<file path="src/rtl/cv_issue_pkg.sv">
package cv_issue_pkg;

    // Issue policy selector.
    typedef enum logic {
        MODE_GREEDY = 1'b0,
        MODE_FIXED  = 1'b1
    } issue_mode_e;

    // Widest collision vector the helper functions accept.
    localparam int VEC_MAX = 32;

    // True when a constant start spacing of lat never hits a forbidden distance.
    function automatic bit const_lat_ok(input logic [VEC_MAX-1:0] cv,
                                        input int width,
                                        input int lat);
        bit ok;
        ok = (lat > 0);
        for (int m = 1; m <= VEC_MAX; m++) begin
            if (lat > 0 && m <= width && (m % lat) == 0 && cv[m-1]) begin
                ok = 1'b0;
            end
        end
        return ok;
    endfunction

endpackage

</file>
<file path="src/rtl/cv_issue_gate.sv">
module cv_issue_gate
    import cv_issue_pkg::*;
#(
    parameter int              CV_W      = 5,
    parameter logic [CV_W-1:0] CV        = 5'b11100,
    parameter issue_mode_e     MODE      = MODE_GREEDY,
    parameter int              FIXED_LAT = 6,
    parameter int              GAP_W     = 3
) (
    input  logic             rst_n,
    input  logic             req,
    input  logic             slot_busy,
    input  logic [GAP_W-1:0] gap,
    output logic             grant
);

    localparam int GAP_SAT  = CV_W + 1;
    localparam int LAT_EFF  = (FIXED_LAT > CV_W) ? GAP_SAT : FIXED_LAT;
    localparam bit IS_FIXED = (MODE == MODE_FIXED);

    logic spacing_ok;
    logic mode_ok;

    // Fixed spacing: exactly the chosen distance, or a pause long enough to be idle.
    assign spacing_ok = (gap == GAP_W'(LAT_EFF)) || (gap == GAP_W'(GAP_SAT));
    assign mode_ok    = !IS_FIXED || spacing_ok;

    generate
        if (IS_FIXED) begin : g_fixed_check
            if (!const_lat_ok(VEC_MAX'(CV), CV_W, FIXED_LAT)) begin : g_bad_lat
                $error("cv_issue_gate: constant latency %0d collides with vector %b",
                       FIXED_LAT, CV);
            end
        end
    endgenerate

    assign grant = rst_n && req && !slot_busy && mode_ok;

endmodule

</file>
<file path="src/rtl/cv_event_counter.sv">
module cv_event_counter #(
    parameter int CNT_W = 16
) (
    input  logic             clk,
    input  logic             rst_n,
    input  logic             inc,
    output logic [CNT_W-1:0] count_o
);

    logic [CNT_W-1:0] cnt_d;
    logic [CNT_W-1:0] cnt_q;

    always_comb begin
        cnt_d = cnt_q;
        if (inc) begin
            cnt_d = cnt_q + CNT_W'(1);
        end
    end

    always_ff @(posedge clk or negedge rst_n) begin
        if (!rst_n) begin
            cnt_q <= '0;
        end else begin
            cnt_q <= cnt_d;
        end
    end

    assign count_o = cnt_q;

endmodule

</file>
<file path="src/rtl/cv_issue_ctrl.sv">
module cv_issue_ctrl
    import cv_issue_pkg::*;
#(
    parameter int              CV_W      = 5,
    parameter logic [CV_W-1:0] CV        = 5'b11100,
    parameter issue_mode_e     MODE      = MODE_GREEDY,
    parameter int              FIXED_LAT = 6,
    parameter int              CNT_W     = 16
) (
    input  logic             clk,
    input  logic             rst_n,
    input  logic             req_i,
    output logic             grant_o,
    output logic [CV_W-1:0]  state_o,
    output logic [CNT_W-1:0] grant_cnt_o,
    output logic [CNT_W-1:0] cycle_cnt_o
);

    localparam int GAP_SAT = CV_W + 1;
    localparam int GAP_W   = $clog2(CV_W + 2);

    typedef struct packed {
        logic [CV_W-1:0]  coll;
        logic [GAP_W-1:0] gap;
    } ctl_t;

    ctl_t ctl_d;
    ctl_t ctl_q;
    logic grant;

    cv_issue_gate #(
        .CV_W      (CV_W),
        .CV        (CV),
        .MODE      (MODE),
        .FIXED_LAT (FIXED_LAT),
        .GAP_W     (GAP_W)
    ) u_gate (
        .rst_n     (rst_n),
        .req       (req_i),
        .slot_busy (ctl_q.coll[0]),
        .gap       (ctl_q.gap),
        .grant     (grant)
    );

    always_comb begin
        ctl_d = ctl_q;
        if (grant) begin
            ctl_d.coll = (ctl_q.coll >> 1) | CV;
            ctl_d.gap  = GAP_W'(1);
        end else begin
            ctl_d.coll = ctl_q.coll >> 1;
            if (ctl_q.gap != GAP_W'(GAP_SAT)) begin
                ctl_d.gap = ctl_q.gap + GAP_W'(1);
            end
        end
    end

    always_ff @(posedge clk or negedge rst_n) begin
        if (!rst_n) begin
            ctl_q.coll <= '0;
            ctl_q.gap  <= GAP_W'(GAP_SAT);
        end else begin
            ctl_q <= ctl_d;
        end
    end

    cv_event_counter #(.CNT_W(CNT_W)) u_grant_cnt (
        .clk     (clk),
        .rst_n   (rst_n),
        .inc     (grant),
        .count_o (grant_cnt_o)
    );

    cv_event_counter #(.CNT_W(CNT_W)) u_cycle_cnt (
        .clk     (clk),
        .rst_n   (rst_n),
        .inc     (1'b1),
        .count_o (cycle_cnt_o)
    );

    assign grant_o = grant;
    assign state_o = ctl_q.coll;

endmodule

</file>
<file path="config.mk">
export PLATFORM = sky130hd
export DESIGN_NAME = cv_issue_ctrl
export DESIGN_NICKNAME = d
export VERILOG_FILES = /design/src/rtl/cv_issue_pkg.sv /design/src/rtl/cv_issue_gate.sv /design/src/rtl/cv_event_counter.sv /design/src/rtl/cv_issue_ctrl.sv
export SDC_FILE = /design/constraint.sdc
export NUM_CORES = 1
export LEC_CHECK = 0
export ABC_AREA = 0
export CAP_MARGIN = 25
export CORE_MARGIN = 3
export CORE_UTILIZATION = 55
export CTS_CLUSTER_DIAMETER = 80
export DETAILED_ROUTE_END_ITERATION = 10
export DONT_BUFFER_PORTS = 1
export PLACE_DENSITY = 0.69
export SKIP_LAST_GASP = 1
export SYNTH_ARGS = -nofsm -noshare
export SYNTH_HDL_FRONTEND = slang
export SYNTH_SLANG_ARGS = --single-unit
</file>
<file path="constraint.sdc">
create_clock -name clk -period 1.4 [get_ports clk]
set_input_delay 0.14 -clock clk [delete_from_list [all_inputs] [get_ports clk]]
set_output_delay 0.14 -clock clk [all_outputs]
set_load 0.05 [all_outputs]
</file>
==> results.json <==
{
  "grt_pass1_vias": 1133,
  "die_width_um": 58.9,
  "synth_fp_nets": 129,
  "setup_viol": 4,
  "clock.fmax_ghz": 0.688,
  "yosysWarnings": 0,
  "cts-root-buf": "clkbuf_4",
  "ys_types": 19,
  "critPathMaxFanout": 4,
  "worst_setup_path_start_kind": "register",
  "violations": "setup timing",
  "hold_viol": 0,
  "drt-total-wl_um": 3180,
  "end_kind": "register",
  "regToRegStartpoint": "u_grant_cnt.count_o[0]",
  "outcome": "complete, but fails checks",
  "grt_pass1_wl_um": 5240,
  "worstSetupPathType": "register to register",
  "syn_to_final_growth_pct": 36.5,
  "cts.clk_slew.worst_paths_ps": 110,
  "peakVddDrop_mv": 1.42,
  "area.sequential_sq_um": 951,
  "post-place-ws_ps": -14.0,
  "cp-startpoint": "u_grant_cnt.count_o[0]",
  "ant_nets": 0,
  "num_vias": 1082,
  "grt_max_degree": 38,
  "clock_path_buffers": 2,
  "core_sq_um": 2570,
  "p_per_area_nw_per_um2": 1310,
  "top_layer": "met4",
  "rsz0062_at_grt": "yes",
  "holdWs_ps": 180,
  "io_buffers": 0,
  "start_util": 0.600,
  "place_area_sq_um": 1890,
  "syn_inst": 124,
  "nNetsFinal": 176,
  "post-route-min-period_ps": 1450,
  "slew_headroom": 0.661,
  "cts.sinks": 37,
  "grt.overflow.total": 0,
  "grt_usage": 0.207,
  "dieArea_sq_um": 3470,
  "rr_worst_depth": 4,
  "antenna_found_initial": 0,
  "endpoint": "u_grant_cnt.count_o[15]",
  "routabilityCongestion": 0.748,
  "wl_met3_um": 218,
  "drt_pass1_iterations": 4,
  "p_leak_nw": 1.02,
  "clock_skew_ps": 6.16,
  "multi_input_area_sq_um": 661,
  "critPathArrivalTime_ps": 1670,
  "fillers": 157,
  "setup_ws_ps": -53.1,
  "cts_tree": "done",
  "r2r_setup_slack_ps": -50,
  "final_area_sq_um": 2100,
  "wirelength_met1_um": 1250,
  "hpwlAfterDp_um": 2100,
  "die_height_um": 58.9,
  "drt-initial-drc-count": 46,
  "cap_violations": 0,
  "slew_viol_final": 0,
  "clk-insertion-delay-late_ps": 330,
  "io_pins": 41,
  "via_per_inst": 5.36,
  "wl_met2_um": 1680,
  "required_ps": 1610,
  "yosysSeqAreaShare": 0.601,
  "worstMarginPinSlew_ps": 509,
  "fin_crit_sh": 1.04,
  "syn_area_sq_um": 1540,
  "antenna_cells": 0,
  "numCtsBuffers": 5,
  "total_power_mw": 2.76,
  "final_layout_size_suffix_gt1_frac": 0.488,
  "ys_ff_latch": 37,
  "syn_area_per_cell_sq_um": 12.4,
  "wl_per_cell_um": 15.7,
  "drc_errors": 0,
  "row_count": 18,
  "r2r_end": "u_grant_cnt.count_o[15]",
  "tns_ps": -99.1,
  "htreeDepth": 2,
  "min_path_type": "input pin to register"
}
==> worst min-delay path by stage <==
stage          startpoint                endpoint  cells after the start
2_1_floorplan       rst_n              state_o[0]                      0
3_3_place_gp        rst_n  u_grant_cnt.count_o[5]                      0
3_5_place_dp        rst_n  u_grant_cnt.count_o[5]                      0
4_1_cts             rst_n  u_grant_cnt.count_o[9]                      3
5_1_grt             rst_n  u_grant_cnt.count_o[9]                      4
6_report            rst_n  u_grant_cnt.count_o[9]                      4
==> sequential cells by signal, indices dropped and copies added, names as in the netlist <==
signal	count
state_o	5
u_cycle_cnt.count_o	16
u_grant_cnt.count_o	16
==> logic make-up after synthesis <==
logic type	synth area share
AND/OR/NAND/NOR	0.196
flip-flops	0.601
XOR/XNOR	0.165
buffers and inverters	0.0219
adder cells (fa/ha/maj)	0.0162
==> per-layer routing <==
metal | vias up | track usage
met5 | - | 0
met4 | 0 | 0.0744
met3 | 4 | 0.0877
met2 | 41 | 0.342
met1 | 532 | 0.241
li1 | 505 | -
==> timing repair <==
item,in CTS,in global routing
setup endpoints to repair,5,11
resized for setup,5,4
hold buffers,2,0
gates cloned,0,0
pin swaps,2,3
hold endpoints to repair,37,0
buffers inserted,3,3
==> per-stage QoR <==
stage	util	instances
after floorplan	-	124
after global placement	0.736	186
after detailed placement	0.736	186
after CTS	0.801	199
after global routing	0.819	202
final	0.819	202
==> final cells by class <==
| cell class | instances | area share |
|---|---|---|
| sequential | 37 | 0.452 |
| multi-input combinational | 81 | 0.314 |
| timing repair buffer | 43 | 0.166 |
| clock buffer | 6 | 0.0244 |
| clock inverter | 2 | 0.0179 |
| tap | 30 | 0.0179 |
| inverter | 3 | 0.00714 |
==> Yosys cell counts, drive strengths merged <==
cell type  count  area [sq um]
dfrtp         37           926
xnor2         21           184
nand2         14          52.6
nand3         11          55.1
xor2           8          70.1
and3           6          37.5
nand4          5          37.5
nor2           5          18.8
buf            3          22.5
inv            3          11.3
nor3           3          25.0
ha             2          25.0
nand2b         2          12.5
nor4           2          33.8
nand3b         1          20.0
nand4b         1          8.76
==> power breakdown <==
part	switching, mW	internal [mW]	total (mW)	leakage (nW)
Sequential	0.172	1.17	1.34	0.460
Clock	0.349	0.424	0.773	0.0445
Combinational	0.427	0.216	0.644	0.512
Total	0.949	1.81	2.76	1.02
==> worst max-delay path: stages, from the launching register on <==
cell and delay, ps:
dfrtp_2 440, nand4_4 140, nor4_4 430, nand3_2 160
xnor2_1 150
==> cell usage in the layout (no fill, tap or decap), types with 2 or more instances in the layout <==
master	n
ha_4	2
nand2_2	2
dfrtp_1	17
and3_1	6
xor2_1	8
buf_4	39
nand3_1	9
nor3_4	2
nand4_1	4
nand2_1	12
nor2_1	4
xnor2_1	21
inv_1	2
dfrtp_2	20
clkinvlp_4	2
nor4_4	2
clkbuf_4	5
nand2b_1	2
Power figures use the tool's default switching activity.
